[src/rtl/dacFePkg.sv]
package dacFePkg;

  // Strobes from the control FSM to the datapath
  typedef struct packed {
    logic shift;   // take one serial bit
    logic commit;  // load held registers from the completed word
  } ctlStrobe_t;

  typedef enum logic [1:0] {
    ST_IDLE  = 2'd0,
    ST_SHIFT = 2'd1,
    ST_DONE  = 2'd2
  } frameState_e;

endpackage

[src/rtl/lineSync.sv]
module lineSync #(
  parameter int WIDTH = 3,
  parameter int STAGES = 2,
  parameter logic [WIDTH-1:0] RESET_VAL = '0
) (
  input  logic             clk,
  input  logic             rstN,
  input  logic [WIDTH-1:0] asyncIn,
  output logic [WIDTH-1:0] syncOut
);

  logic [WIDTH-1:0] stageQ [STAGES];

  for (genvar s = 0; s < STAGES; s++) begin : gStage
    always_ff @(posedge clk or negedge rstN) begin
      if (!rstN) stageQ[s] <= RESET_VAL;
      else if (s == 0) stageQ[s] <= asyncIn;
      else stageQ[s] <= stageQ[(s == 0) ? 0 : s-1];
    end
  end

  assign syncOut = stageQ[STAGES-1];

endmodule

[src/rtl/dacFrameCtrl.sv]
module dacFrameCtrl
  import dacFePkg::*;
#(
  parameter int FRAME_W = 16
) (
  input  logic       clk,
  input  logic       rstN,
  input  logic       sclkS,
  input  logic       syncNS,
  output ctlStrobe_t strobe
);

  localparam int CNT_W = $clog2(FRAME_W + 1);
  localparam logic [CNT_W-1:0] LAST_IDX = CNT_W'(FRAME_W - 1);

  frameState_e state, stateNext;
  logic [CNT_W-1:0] bitCnt, bitCntNext;
  logic sclkPrev;
  logic fallEdge;

  assign fallEdge = sclkPrev & ~sclkS;

  always_ff @(posedge clk or negedge rstN) begin
    if (!rstN) begin
      state    <= ST_IDLE;
      bitCnt   <= '0;
      sclkPrev <= 1'b1;
    end else begin
      state    <= stateNext;
      bitCnt   <= bitCntNext;
      sclkPrev <= sclkS;
    end
  end

  always_comb begin
    stateNext  = state;
    bitCntNext = bitCnt;
    strobe     = '0;
    unique case (state)
      ST_IDLE: begin
        if (!syncNS) begin
          stateNext  = ST_SHIFT;
          bitCntNext = '0;
          if (fallEdge) begin
            strobe.shift = 1'b1;
            bitCntNext   = CNT_W'(1);
          end
        end
      end
      ST_SHIFT: begin
        if (syncNS) begin
          stateNext = ST_IDLE;          // early end: drop the frame
        end else if (fallEdge) begin
          strobe.shift = 1'b1;
          bitCntNext   = bitCnt + CNT_W'(1);
          if (bitCnt == LAST_IDX) begin
            strobe.commit = 1'b1;
            stateNext     = ST_DONE;
          end
        end
      end
      ST_DONE: begin
        if (syncNS) stateNext = ST_IDLE; // wait for a fresh frame
      end
      default: stateNext = ST_IDLE;
    endcase
  end

endmodule

[src/rtl/dacFrameData.sv]
module dacFrameData
  import dacFePkg::*;
#(
  parameter int FRAME_W = 16,
  parameter int CODE_W = 10,
  parameter int MODE_W = 2,
  parameter int CODE_LSB = 2
) (
  input  logic              clk,
  input  logic              rstN,
  input  logic              dinS,
  input  ctlStrobe_t        strobe,
  output logic [CODE_W-1:0] dacCode,
  output logic [MODE_W-1:0] pdMode,
  output logic              updateStb,
  output logic              codeValid
);

  localparam int MODE_LSB = CODE_LSB + CODE_W;

  logic [FRAME_W-1:0] shiftReg;
  logic [FRAME_W-1:0] nextWord;

  assign nextWord = {shiftReg[FRAME_W-2:0], dinS};

  always_ff @(posedge clk or negedge rstN) begin
    if (!rstN) shiftReg <= '0;
    else if (strobe.shift) shiftReg <= nextWord;
  end

  always_ff @(posedge clk or negedge rstN) begin
    if (!rstN) begin
      dacCode   <= '0;
      pdMode    <= '0;
      updateStb <= 1'b0;
      codeValid <= 1'b0;
    end else begin
      updateStb <= strobe.commit;
      if (strobe.commit) begin
        dacCode   <= nextWord[MODE_LSB-1:CODE_LSB];
        pdMode    <= nextWord[MODE_LSB+MODE_W-1:MODE_LSB];
        codeValid <= 1'b1;
      end
    end
  end

endmodule

[src/rtl/dacSerialFrontEnd.sv]
module dacSerialFrontEnd
  import dacFePkg::*;
#(
  parameter int CODE_W = 10,
  parameter int MODE_W = 2,
  parameter int FRAME_W = 16,
  parameter int LEAD_PAD = 2,
  parameter int SYNC_STAGES = 2
) (
  input  logic              clk,
  input  logic              rstN,
  input  logic              sclkIn,
  input  logic              syncNIn,
  input  logic              dinIn,
  output logic [CODE_W-1:0] dacCode,
  output logic [MODE_W-1:0] pdMode,
  output logic              updateStb,
  output logic              codeValid
);

  localparam int CODE_LSB = FRAME_W - LEAD_PAD - MODE_W - CODE_W;

  logic [2:0] rawLines, syncLines;
  ctlStrobe_t strobe;

  assign rawLines = {dinIn, syncNIn, sclkIn};

  // idle levels: data 0, sync high, serial clock high
  lineSync #(.WIDTH(3), .STAGES(SYNC_STAGES), .RESET_VAL(3'b011)) uSync (
    .clk(clk), .rstN(rstN), .asyncIn(rawLines), .syncOut(syncLines)
  );

  dacFrameCtrl #(.FRAME_W(FRAME_W)) uCtrl (
    .clk(clk), .rstN(rstN), .sclkS(syncLines[0]), .syncNS(syncLines[1]),
    .strobe(strobe)
  );

  dacFrameData #(
    .FRAME_W(FRAME_W), .CODE_W(CODE_W), .MODE_W(MODE_W), .CODE_LSB(CODE_LSB)
  ) uData (
    .clk(clk), .rstN(rstN), .dinS(syncLines[2]), .strobe(strobe),
    .dacCode(dacCode), .pdMode(pdMode), .updateStb(updateStb),
    .codeValid(codeValid)
  );

endmodule

[config.mk]
export PLATFORM = sky130hd
export DESIGN_NAME = dacSerialFrontEnd
export DESIGN_NICKNAME = d
export VERILOG_FILES = /design/src/rtl/dacFePkg.sv /design/src/rtl/lineSync.sv /design/src/rtl/dacFrameCtrl.sv /design/src/rtl/dacFrameData.sv /design/src/rtl/dacSerialFrontEnd.sv
export SDC_FILE = /design/constraint.sdc
export NUM_CORES = 1
export LEC_CHECK = 0
export BUFFER_PORTS_ARGS = -buffer_cell sky130_fd_sc_hd__buf_4
export CAP_MARGIN = 20
export CELL_PAD_IN_SITES_DETAIL_PLACEMENT = 0
export CELL_PAD_IN_SITES_GLOBAL_PLACEMENT = 2
export CORE_MARGIN = 4
export CORE_UTILIZATION = 40
export CTS_CLUSTER_SIZE = 8
export DETAILED_ROUTE_END_ITERATION = 7
export PLACE_DENSITY_LB_ADDON = 0.1
export SLEW_MARGIN = 20
export SYNTH_ARGS = -nofsm -noshare
export SYNTH_HDL_FRONTEND = slang
export SYNTH_SLANG_ARGS = --single-unit
export TNS_END_PERCENT = 20
[constraint.sdc]
create_clock -name clk -period 3.5 [get_ports clk]
set_input_delay 0.175 -clock clk [delete_from_list [all_inputs] [get_ports clk]]
set_output_delay 0.175 -clock clk [all_outputs]
set_load 0.02 [all_outputs]
* Word level (Yosys, flattened, before mapping)
Index checks and enable logic that the tools add are counted.
** Operators by class
- Add/sub/neg operators :: 1
- Equality and inequality tests :: 9
- Multiplexer cells :: 18
- Bitwise operators :: 2
- Reductions and logical operators :: 4
** Operators with widths (count)
- $mux W5 :: 3
- $mux W2 :: 7
- $pmux W5 S2 :: 1
- $reduce_and A4 Y1 :: 2
- $ne A2 B2 Y1 const B :: 3
- $ne A3 B2 Y1 const B :: 2
- $pmux W2 S3 :: 1
- $add A5 B1 Y5 const B :: 1
- $eq A5 B4 Y1 const B :: 1
- $mux W1 :: 5
- $eq A2 B1 Y1 const B :: 1
- $eq A2 B2 Y1 const B :: 1
- $logic_not A2 Y1 :: 1
- $ne A2 B1 Y1 const B :: 1
- $pmux W1 S2 :: 1
- $reduce_bool A2 Y1 :: 1
- $and A1 B1 Y1 :: 1
- $not A1 Y1 :: 1
** Storage, ports and cells
- Bits in registers :: 41
- Bits of input ports :: 5
- Logic and storage cells :: 44

* Logic depth before layout (Yosys ltp)
Gate-level depths: netlist of run 1.
- Depth in word-level cells :: 5
- Gate-level depth with buffers :: 7
- Depth with buffers taken out :: 6

* By module
From an unflattened synthesis of run 1, not the netlist that was laid out.
** Unflattened totals
- Cells, all modules :: 100
- Area total of the unflattened synthesis :: 1642.8 sq um
** By module, submodules not included
- dacFrameData :: instances 1, cells each 55, area an instance 1057.3 sq um, seq. area each 675.6 sq um
- dacFrameCtrl :: instances 1, cells each 36, area an instance 407.9 sq um, seq. area each 201.4 sq um
- lineSync :: instances 1, cells each 9, area an instance 177.7 sq um, seq. area each 155.1 sq um

* Least setup slack after synthesis of run 1
No wires, ideal clock.
- Path kind :: flip-flop to flip-flop
- Start point :: register uCtrl.bitCnt[1]
- End point :: register uData.dacCode[0]
- Library setup time :: 0.128 ns
- Arrival time :: 1.836 ns
- Data required time :: 3.372 ns
- Setup slack :: 1.536 ns
- Stages on the path, launching flop included :: 8
- Path buffers :: 1
- Path through :: dfrtp_1 ha_1 and3_1 ha_1 nand2_1 nor4_2 buf_2 mux2_1
** RTL lines
- start, declared :: RTL line dacFrameCtrl.sv:17 : logic [CNT_W-1:0] bitCnt, bitCntNext;
- start signal, assigned :: RTL line dacFrameCtrl.sv:30 : bitCnt <= bitCntNext;
- end signal, assigned :: RTL line dacFrameData.sv:40 : dacCode <= nextWord[MODE_LSB-1:CODE_LSB];
- end, declared :: RTL line dacFrameData.sv:13 : output logic [CODE_W-1:0] dacCode,

* Worst setup path in the final report of run 1
- Start point :: register uCtrl.state[1]
- End point :: register uCtrl.bitCnt[3]
** On the way
- Word-level cells in the longest chain between the ends :: 3
- Elaborated cells between the ends (all ways) :: 8
- Classes of those cells :: eq/ne: 4; mux: 1; reduce/logical: 3
** Ends and longest elaborated chain
- start, declared :: RTL line dacFrameCtrl.sv:16 : frameState_e state, stateNext;
- start signal, assigned :: RTL line dacFrameCtrl.sv:29 : state <= stateNext;
- $eq A2 B1 Y1 or $logic_not A2 Y1 (tied branches) :: RTL line dacFrameCtrl.sv:39 : unique case (state)
- $ne A2 B1 Y1 (no line), or another cell as far along
- $reduce_and A4 Y1 (no line)
Parallel ways exist; a longest one is shown, timed or not.
A chain may end at the register's enable or synchronous reset.

==> impl_metrics.json, run 1 <==
{
  "maxCapViolations": 0,
  "worst_pin_slew_ps": 873,
  "syn_nets": 137,
  "min_path_type": "flip-flop to flip-flop",
  "cp-startpoint": "uCtrl.state[1]",
  "postLayoutCoreUtil": 0.507,
  "detail_route.wl_per_cell_um": 12.4,
  "hold_viol": 0,
  "dr_total_vias": 951,
  "peakVddDrop_mv": 0.281,
  "p_leak_nw": 0.984,
  "dieHeight_um": 70.5,
  "worstSetupPathType": "flip-flop to flip-flop",
  "cp-start-kind": "flip-flop",
  "total_power_uw": 919,
  "netlist_top_cells_area": "dfrtp_1 (58%), nand2_1 (10%), dfstp_2 (8.4%)",
  "synth_top_cells_by_count": "nand2_1 (42), dfrtp_1 (36), mux2_1 (7)",
  "fillers": 330,
  "antenna_found_initial": 0,
  "synth_top_area_frac": 0.576,
  "gp_congestion": 0.720,
  "synth_area_leader_cell": "dfrtp_1",
  "drive_gt1_frac": 0.258,
  "finalWorstSetupSlack_ps": 1470,
  "cts-root-buf": "clkbuf_8",
  "hold_ws_ps": 352,
  "pre_cts_ws_ps": 1470,
  "cts_buffers": 5,
  "finalSetupViolCount": 0,
  "dp_hpwl_mm": 1.63,
  "cp.required_ps": 3720,
  "area_growth_pct": 20.4,
  "start_util": 0.421,
  "status": "completed",
  "synth_edf_count": 0,
  "register_area_sq_mm": 0.00103,
  "ant_nets": 0,
  "clk_pin_slew_ps": 70,
  "r2r-start": "uCtrl.state[1]",
  "synthFlopType": "dfrtp_1",
  "die_x_um": 70.5,
  "diodes": 0,
  "ys_ff_latch": 41,
  "yosysWarnings": 0,
  "worstHoldStart": "uSync.stageQ[5]",
  "coreArea_sq_mm": 0.00372,
  "die-area_sq_mm": 0.00497,
  "grt.total_usage": 0.110,
  "rsz0062_at_grt": "no",
  "yosysSeqAreaShare": 0.660,
  "cts_setup_buffers": 0,
  "cts_tree": "yes",
  "nets": 161,
  "clock-sinks": 41,
  "firstDrtPassIters": 2,
  "num_rows": 22,
  "synthArstFlopShare": 1.00,
  "fmax_mhz": 493,
  "power.density_cell_area_mw_per_mm2": 488,
  "skew_ps": 7.13,
  "cp_data_arrival_time_ps": 2250,
  "clkLatencyLatePin_ps": 290,
  "slew_violations": 0,
  "synth_cell_type_count": 27,
  "wl_mm": 2.52,
  "finalCritPeriodShare": 0.580,
  "syn_area_sq_mm": 0.00156,
  "grt_pass1_wl_mm": 4.24,
  "relSlewSlack": 0.415,
  "multi_input_area_sq_um": 499,
  "synthCells": 130,
  "worstPathMaxFanout": 17,
  "grt.overflow.total": 0,
  "htree_levels": 2,
  "ios": 19,
  "fin_crit_ps": 2030,
  "drc_errors": 0,
  "avgSynthCellArea_sq_um": 12.0,
  "yosysMostFrequentCell": "nand2_1",
  "io_buffers": 18,
  "cp-end-kind": "flip-flop",
  "fin_tns_setup_ps": 0,
  "grt_pass1_vias": 899,
  "clockBufferDepth": 2,
  "grt_max_degree": 42,
  "drt_iter0_drc": 49,
  "via_per_inst": 4.68
}
-- layer usage --
| layer | GRT usage | wire length [um] | part of all wire |
|---|---|---|---|
| met1 | 0.159 | 1310 | 0.52 |
| met2 | 0.148 | 1080 | 0.43 |
| met3 | 0.0384 | 106 | 0.042 |
| met4 | 0.0501 | 28 | 0.011 |
| met5 | 0 | 0 | 0 |
-- sequential cells by signal, indices dropped and copies added, names as in the netlist --
name / cells
uData.pdMode: 2
uData.codeValid: 1
uSync.stageQ: 3
uData.updateStb: 1
uCtrl.bitCnt: 5
uSync.syncOut: 3
uData.dacCode: 10
uData.shiftReg: 13
uCtrl.sclkPrev: 1
uCtrl.state: 2
-- cell families after synthesis --
logic type	count (synthesis)	synth area share
adders and majority gates	2	0.0160
and+or+nand+nor	59	0.177
muxes	12	0.0864
xor gates and xnor gates	1	0.00560
AOI/OAI and AO/OA	7	0.0288
buffers and inverters	8	0.0264
DFF	41	0.660
-- final cells by class --
class | count | share of cell area
clock buffers | 7 | 0.0512
clock inverters | 1 | 0.00266
inverters | 2 | 0.00399
multi-input cells | 81 | 0.265
flip-flops and latches | 41 | 0.548
well taps | 48 | 0.0319
repair buffers | 23 | 0.0970
-- per-stage QoR --
step | area [sq um] | instances
finish | 1880 | 203
global route | 1880 | 203
CTS | 1880 | 203
detailed placement | 1740 | 191
global placement | 1740 | 191
floorplan | 1560 | 130
-- worst max-delay path, stage by stage, from the launching register on --
cell     delay (ps)
dfrtp_1         480
or4b_1          820
or4b_1          590
nand2_1          80
-- timing repair --
action	CTS	global route
endpoints found under the hold margin	39	0
gates resized for setup	0	0
hold buffers	4	0
-- power breakdown --
| group | total (mW) | switching [mW] | leakage, nW | internal, mW |
|---|---|---|---|---|
| sequential | 0.533 | 0.0253 | 0.541 | 0.508 |
| combinational | 0.0538 | 0.0307 | 0.388 | 0.0231 |
| clock | 0.331 | 0.153 | 0.0542 | 0.178 |
-- layout by cell type, fill, tap and decap left out, types with 2 or more instances in the layout --
cell,n
nand2_1,42
dfrtp_1,36
buf_4,19
mux2_1,7
clkbuf_8,7
mux2_2,5
dfstp_2,5
nand3_1,4
dlygate4sd3_1,4
o21ai_0,3
inv_1,2
or4b_1,2
or3_1,2
nor2_1,2
ha_1,2
-- final timing paths --
check                                   end  slack [ps]  depth (start not counted)
hold / removal             uSync.syncOut[2]         350                          0
max in group asynchronous   uSync.stageQ[4]        2740                          2
hold reg to reg            uSync.syncOut[2]         350                          0
setup reg to reg            uCtrl.bitCnt[3]        1470                          3
setup / recovery            uCtrl.bitCnt[3]        1470                          3
min in group asynchronous  uData.dacCode[2]         390                          2
(Power assumes the default switching activity.)
==> inputs of run 2 (changes only) <==
--- a/config.mk
+++ b/config.mk
@@ -10,7 +10,7 @@
 export CELL_PAD_IN_SITES_DETAIL_PLACEMENT = 0
 export CELL_PAD_IN_SITES_GLOBAL_PLACEMENT = 2
 export CORE_MARGIN = 4
-export CORE_UTILIZATION = 40
+export CORE_UTILIZATION = 37
 export CTS_CLUSTER_SIZE = 8
 export DETAILED_ROUTE_END_ITERATION = 7
 export PLACE_DENSITY_LB_ADDON = 0.1
==> constraint.sdc (replaced) <==
create_clock -name clk -period 2 [get_ports clk]
set_input_delay 0.1 -clock clk [delete_from_list [all_inputs] [get_ports clk]]
set_output_delay 0.1 -clock clk [all_outputs]
set_load 0.02 [all_outputs]
==> impl_metrics.json, run 2 (synthesis gave the netlist of run 1 again) <==
{
  "crit_family": "flip-flops",
  "final_area_sq_mm": 0.00190,
  "wl_mm": 2.74,
  "io_buffers": 18,
  "area_growth_pct": 21.2,
  "mostFrequentLayoutCell": "nand2_1",
  "hold_ws_ps": 319,
  "top_regs": "uData.shiftReg (13), uData.dacCode (10), uCtrl.bitCnt (5)",
  "nets": 165,
  "cts_buffers": 5,
  "power.density_cell_area_mw_per_mm2": 833,
  "regMostFlops": "uData.shiftReg",
  "fin_crit_ps": 1810,
  "dieHeight_um": 73.0,
  "coreArea_sq_mm": 0.00406,
  "clockBufferDepth": 2,
  "grt_pass1_vias": 1035,
  "fillers": 388,
  "drt_iter0_drc": 31,
  "grt_pass1_wl_mm": 4.88,
  "dr_total_vias": 979,
  "cts_tree": "yes",
  "peakVddDrop_mv": 0.378,
  "p_leak_nw": 0.991,
  "cp_slowest_stage_delay_ps": 390,
  "final_cell_mix": "nand2_1 (42), dfrtp_1 (36), buf_4 (23)",
  "cts-root-buf": "clkbuf_8",
  "postPlaceCellArea_sq_mm": 0.00177,
  "rsz0062_at_grt": "no",
  "clock-sinks": 41,
  "drive_gt1_frac": 0.264,
  "ant_nets": 0,
  "die_x_um": 73.0,
  "gp_congestion": 0.770,
  "cp-end-kind": "flip-flop",
  "detail_route.wl_per_cell_um": 13.1,
  "status": "completed",
  "cp.required_ps": 2180,
  "dpl.cell_count": 197,
  "skew_ps": 5.97,
  "worstPathMaxFanout": 15,
  "firstDrtPassIters": 4,
  "relSlewSlack": 0.665,
  "dp_hpwl_mm": 1.78,
  "worst_pin_slew_ps": 503,
  "clk_pin_slew_ps": 70,
  "fin_tns_setup_ps": 0,
  "grt.overflow.total": 0,
  "clkLatencyLatePin_ps": 290,
  "start_util": 0.385,
  "pre_cts_ws_ps": 183,
  "slew_violations": 0,
  "grt_max_degree": 42,
  "cp_data_arrival_time_ps": 1990,
  "ios": 19,
  "largest_reg_flops": 13,
  "finalSetupViolCount": 0,
  "final_cells": 209,
  "min_path_type": "primary input to async pin",
  "maxCapViolations": 0,
  "antenna_found_initial": 0,
  "fmax_mhz": 552,
  "cpMostUsedCell": "ha_1",
  "die-area_sq_mm": 0.00533,
  "num_rows": 23,
  "cts_resized": 0,
  "grt.total_usage": 0.124,
  "critPathSlowestCell": "dfrtp_1",
  "finalWorstSetupSlack_ps": 190,
  "hold_viol": 0,
  "worst-path-buf-inv": 1,
  "via_per_inst": 4.68,
  "critical_path.cell_chain": "ha_1, and3_1, ha_1, nand2_1, nor4_2, buf_4, mux2_2",
  "cp-start-kind": "flip-flop",
  "drc_errors": 0,
  "htree_levels": 2,
  "worstSetupPathType": "flip-flop to flip-flop",
  "finalCritPeriodShare": 0.905,
  "diodes": 0
}
==> run 2: changes by cell type in the layout (fill, tap and decap cells not counted) <==
cell,change
clkinv_2,-1
clkbuf_1,+2
clkbuf_8,-1
nor4b_4,-1
buf_4,+4
nor4b_2,+1
==> run 2: path summary, 6_finish.rpt <==
path / start / end / slack [ps] / cells past startpoint
max in group asynchronous: rstN / uCtrl.sclkPrev / 1300 / 2
max: uCtrl.bitCnt[1] / uData.dacCode[3] / 190 / 7
min reg2reg: uSync.stageQ[5] / uSync.syncOut[2] / 350 / 0
min in group clk: uSync.stageQ[5] / uSync.syncOut[2] / 350 / 0
min: rstN / uCtrl.state[0] / 320 / 2
max reg2reg: uCtrl.bitCnt[1] / uData.dacCode[3] / 190 / 7
==> run 2: per-layer routing <==
layer,global-route usage,vias up,share of wire
li1,-,486,-
met1,0.164,469,0.52
met2,0.179,19,0.42
met3,0.0510,5,0.048
met4,0.0492,0,0.017
met5,0,-,0
==> run 2: worst reg2reg max path: stages (launching register included) <==
cell and delay [ps]:
dfrtp_1 390, ha_1 170, and3_1 150, ha_1 140, nand2_1 70, nor4_2 130
buf_4 270, mux2_2 370
==> run 2: what timing repair did <==
item,CTS,global route
hold endpoints to repair,39,0
buffers inserted,0,0
hold buffers,4,0
==> run 2: where the power goes <==
part / switching (mW) / total (mW) / internal [mW]
clock: 0.266 / 0.547 / 0.281
sequential: 0.0437 / 0.933 / 0.889
combinational: 0.0555 / 0.0984 / 0.0429
==> run 2: cell type report <==
| class | instances | area, sq um | area share |
|---|---|---|---|
| clock buffers | 8 | 90.1 | 0.0475 |
| inverters | 2 | 7.51 | 0.00396 |
| repair buffers | 27 | 213 | 0.112 |
| well taps | 50 | 62.6 | 0.0330 |
| flip-flops and latches | 41 | 1030 | 0.545 |
| multi-input cells | 81 | 490 | 0.259 |
==> run 2: metrics by stage <==
step | util | total power [mW]
6_report | 0.467 | 1.58
5_1_grt | 0.467 | 1.67
4_1_cts | 0.467 | 1.61
3_5_place_dp | 0.435 | 1.04
3_3_place_gp | 0.435 | 1.04
2_1_floorplan | - | 0.995
==> inputs of run 3 (changes only) <==
--- a/config.mk
+++ b/config.mk
@@ -14,6 +14,7 @@
 export CTS_CLUSTER_SIZE = 8
 export DETAILED_ROUTE_END_ITERATION = 7
 export PLACE_DENSITY_LB_ADDON = 0.1
+export REMOVE_ABC_BUFFERS = 1
 export SLEW_MARGIN = 20
 export SYNTH_ARGS = -nofsm -noshare
 export SYNTH_HDL_FRONTEND = slang
==> impl_metrics.json, run 3 (synthesis gave the netlist of run 1 again) <==
{
  "dr_total_vias": 1000,
  "nets": 166,
  "crit_family": "simple AND/OR/NAND/NOR gates",
  "pre_cts_ws_ps": 201,
  "cp-start-kind": "flip-flop",
  "cts_buffers": 5,
  "slew_violations": 0,
  "finalSetupViolCount": 0,
  "rsz0062_at_grt": "no",
  "critical_path.cell_chain": "ha_1, and3_1, ha_1, nand2_1, nor4_2, buf_12, mux2_2",
  "grt_pass1_vias": 1059,
  "htree_levels": 2,
  "coreArea_sq_mm": 0.00406,
  "ant_nets": 0,
  "finalCritPeriodShare": 0.900,
  "antenna_found_initial": 0,
  "gp_congestion": 0.706,
  "start_util": 0.385,
  "worst-path-buf-inv": 1,
  "clockBufferDepth": 2,
  "via_per_inst": 4.76,
  "fin_tns_setup_ps": 0,
  "area_growth_pct": 24.2,
  "critPathSlowestCell": "dfrtp_1",
  "fmax_mhz": 555,
  "cts_resized": 0,
  "clkLatencyLatePin_ps": 280,
  "final_cell_mix": "nand2_1 (42), dfrtp_1 (36), buf_4 (23)",
  "status": "completed",
  "drive_gt1_frac": 0.275,
  "min_path_type": "primary input to async pin",
  "maxCapViolations": 0,
  "cp.required_ps": 2170,
  "firstDrtPassIters": 4,
  "grt_pass1_wl_mm": 4.93,
  "cp_data_arrival_time_ps": 1970,
  "skew_ps": 4.64,
  "largest_reg_flops": 13,
  "relSlewSlack": 0.652,
  "wl_mm": 2.71,
  "cts_setup_buffers": 0,
  "cts-root-buf": "clkbuf_8",
  "ios": 19,
  "detail_route.wl_per_cell_um": 12.9,
  "worstSetupPathDepth": 7,
  "worstSetupPathType": "flip-flop to flip-flop",
  "final_area_sq_mm": 0.00194,
  "mostFrequentLayoutCell": "nand2_1",
  "diodes": 0,
  "cp-end-kind": "flip-flop",
  "drc_errors": 0,
  "clk_pin_slew_ps": 80,
  "grt_max_degree": 42,
  "postPlaceCellArea_sq_mm": 0.00179,
  "regMostFlops": "uData.shiftReg",
  "clock-sinks": 41,
  "grt.total_usage": 0.122,
  "p_leak_nw": 1.01,
  "reg2reg_depth": 7,
  "hold_ws_ps": 334,
  "dieHeight_um": 73.0,
  "die-area_sq_mm": 0.00533,
  "die_x_um": 73.0,
  "top_regs": "uData.shiftReg (13), uData.dacCode (10), uCtrl.bitCnt (5)",
  "grt.overflow.total": 0,
  "power.density_cell_area_mw_per_mm2": 879,
  "dp_hpwl_mm": 1.76,
  "cpMostUsedCell": "ha_1",
  "worst_pin_slew_ps": 521,
  "io_buffers": 18,
  "cts_tree": "yes",
  "worstPathMaxFanout": 15,
  "peakVddDrop_mv": 0.481,
  "drt_iter0_drc": 54,
  "finalWorstSetupSlack_ps": 200,
  "num_rows": 23,
  "cp_slowest_stage_delay_ps": 380,
  "fin_crit_ps": 1800,
  "hold_viol": 0,
  "postCtsHoldBufs": 4
}
[run 3: cell count changes in the layout (fill, tap and decap cells not counted)]
cell,before,now
buf_12,0,1
bufinv_16,0,1
clkbuf_1,2,1
[run 3: final timing paths]
check | start | endpoint | slack [ps]
worst min-delay path | rstN | uCtrl.bitCnt[3] | 330
max in group asynchronous | rstN | uCtrl.sclkPrev | 1300
worst max-delay path | uCtrl.bitCnt[1] | uData.dacCode[1] | 200
min in group clk | uSync.stageQ[5] | uSync.syncOut[2] | 360
worst max register to register | uCtrl.bitCnt[1] | uData.dacCode[1] | 200
worst min register to register | uSync.stageQ[5] | uSync.syncOut[2] | 360
[run 3: stage by stage]
| step | utilization | cells | power (mW) |
|---|---|---|---|
| after CTS | 0.479 | 210 | 1.73 |
| after global placement | 0.440 | 198 | 1.04 |
| after detailed placement | 0.440 | 198 | 1.04 |
| after global routing | 0.479 | 210 | 1.81 |
| final | 0.479 | 210 | 1.71 |
| after floorplan | - | 124 | 0.993 |
[run 3: metal layers]
| metal | routed length (um) | vias up | GRT usage |
|---|---|---|---|
| met5 | 0 | - | 0 |
| met2 | 1290 | 18 | 0.194 |
| met3 | 155 | 2 | 0.0510 |
| met4 | 22 | 0 | 0.0430 |
| met1 | 1250 | 492 | 0.150 |
| li1 | - | 488 | - |
[run 3: area by class of cell]
type                            count  area, sq um
Clock buffer                        7         86.3
Clock inverter                      1         30.0
Fill cell                         385         2120
Inverter                            2         7.51
Multi-Input combinational cell     81          490
Sequential cell                    41         1030
Tap cell                           50         62.6
Timing Repair Buffer               28          233
[run 3: worst reg2reg max path, stage by stage (launching register included)]
cell and delay, ps:
dfrtp_1 380, ha_1 160, and3_1 150, ha_1 140, nand2_1 70, nor4_2 240, buf_12 200, mux2_2 340
[run 3: power by group]
group	internal, mW	leakage (nW)	switching [mW]	total (mW)
clock	0.407	0.0585	0.268	0.674
combinational	0.0438	0.411	0.0561	0.0999
sequential	0.889	0.541	0.0425	0.932
total	1.34	1.01	0.366	1.71
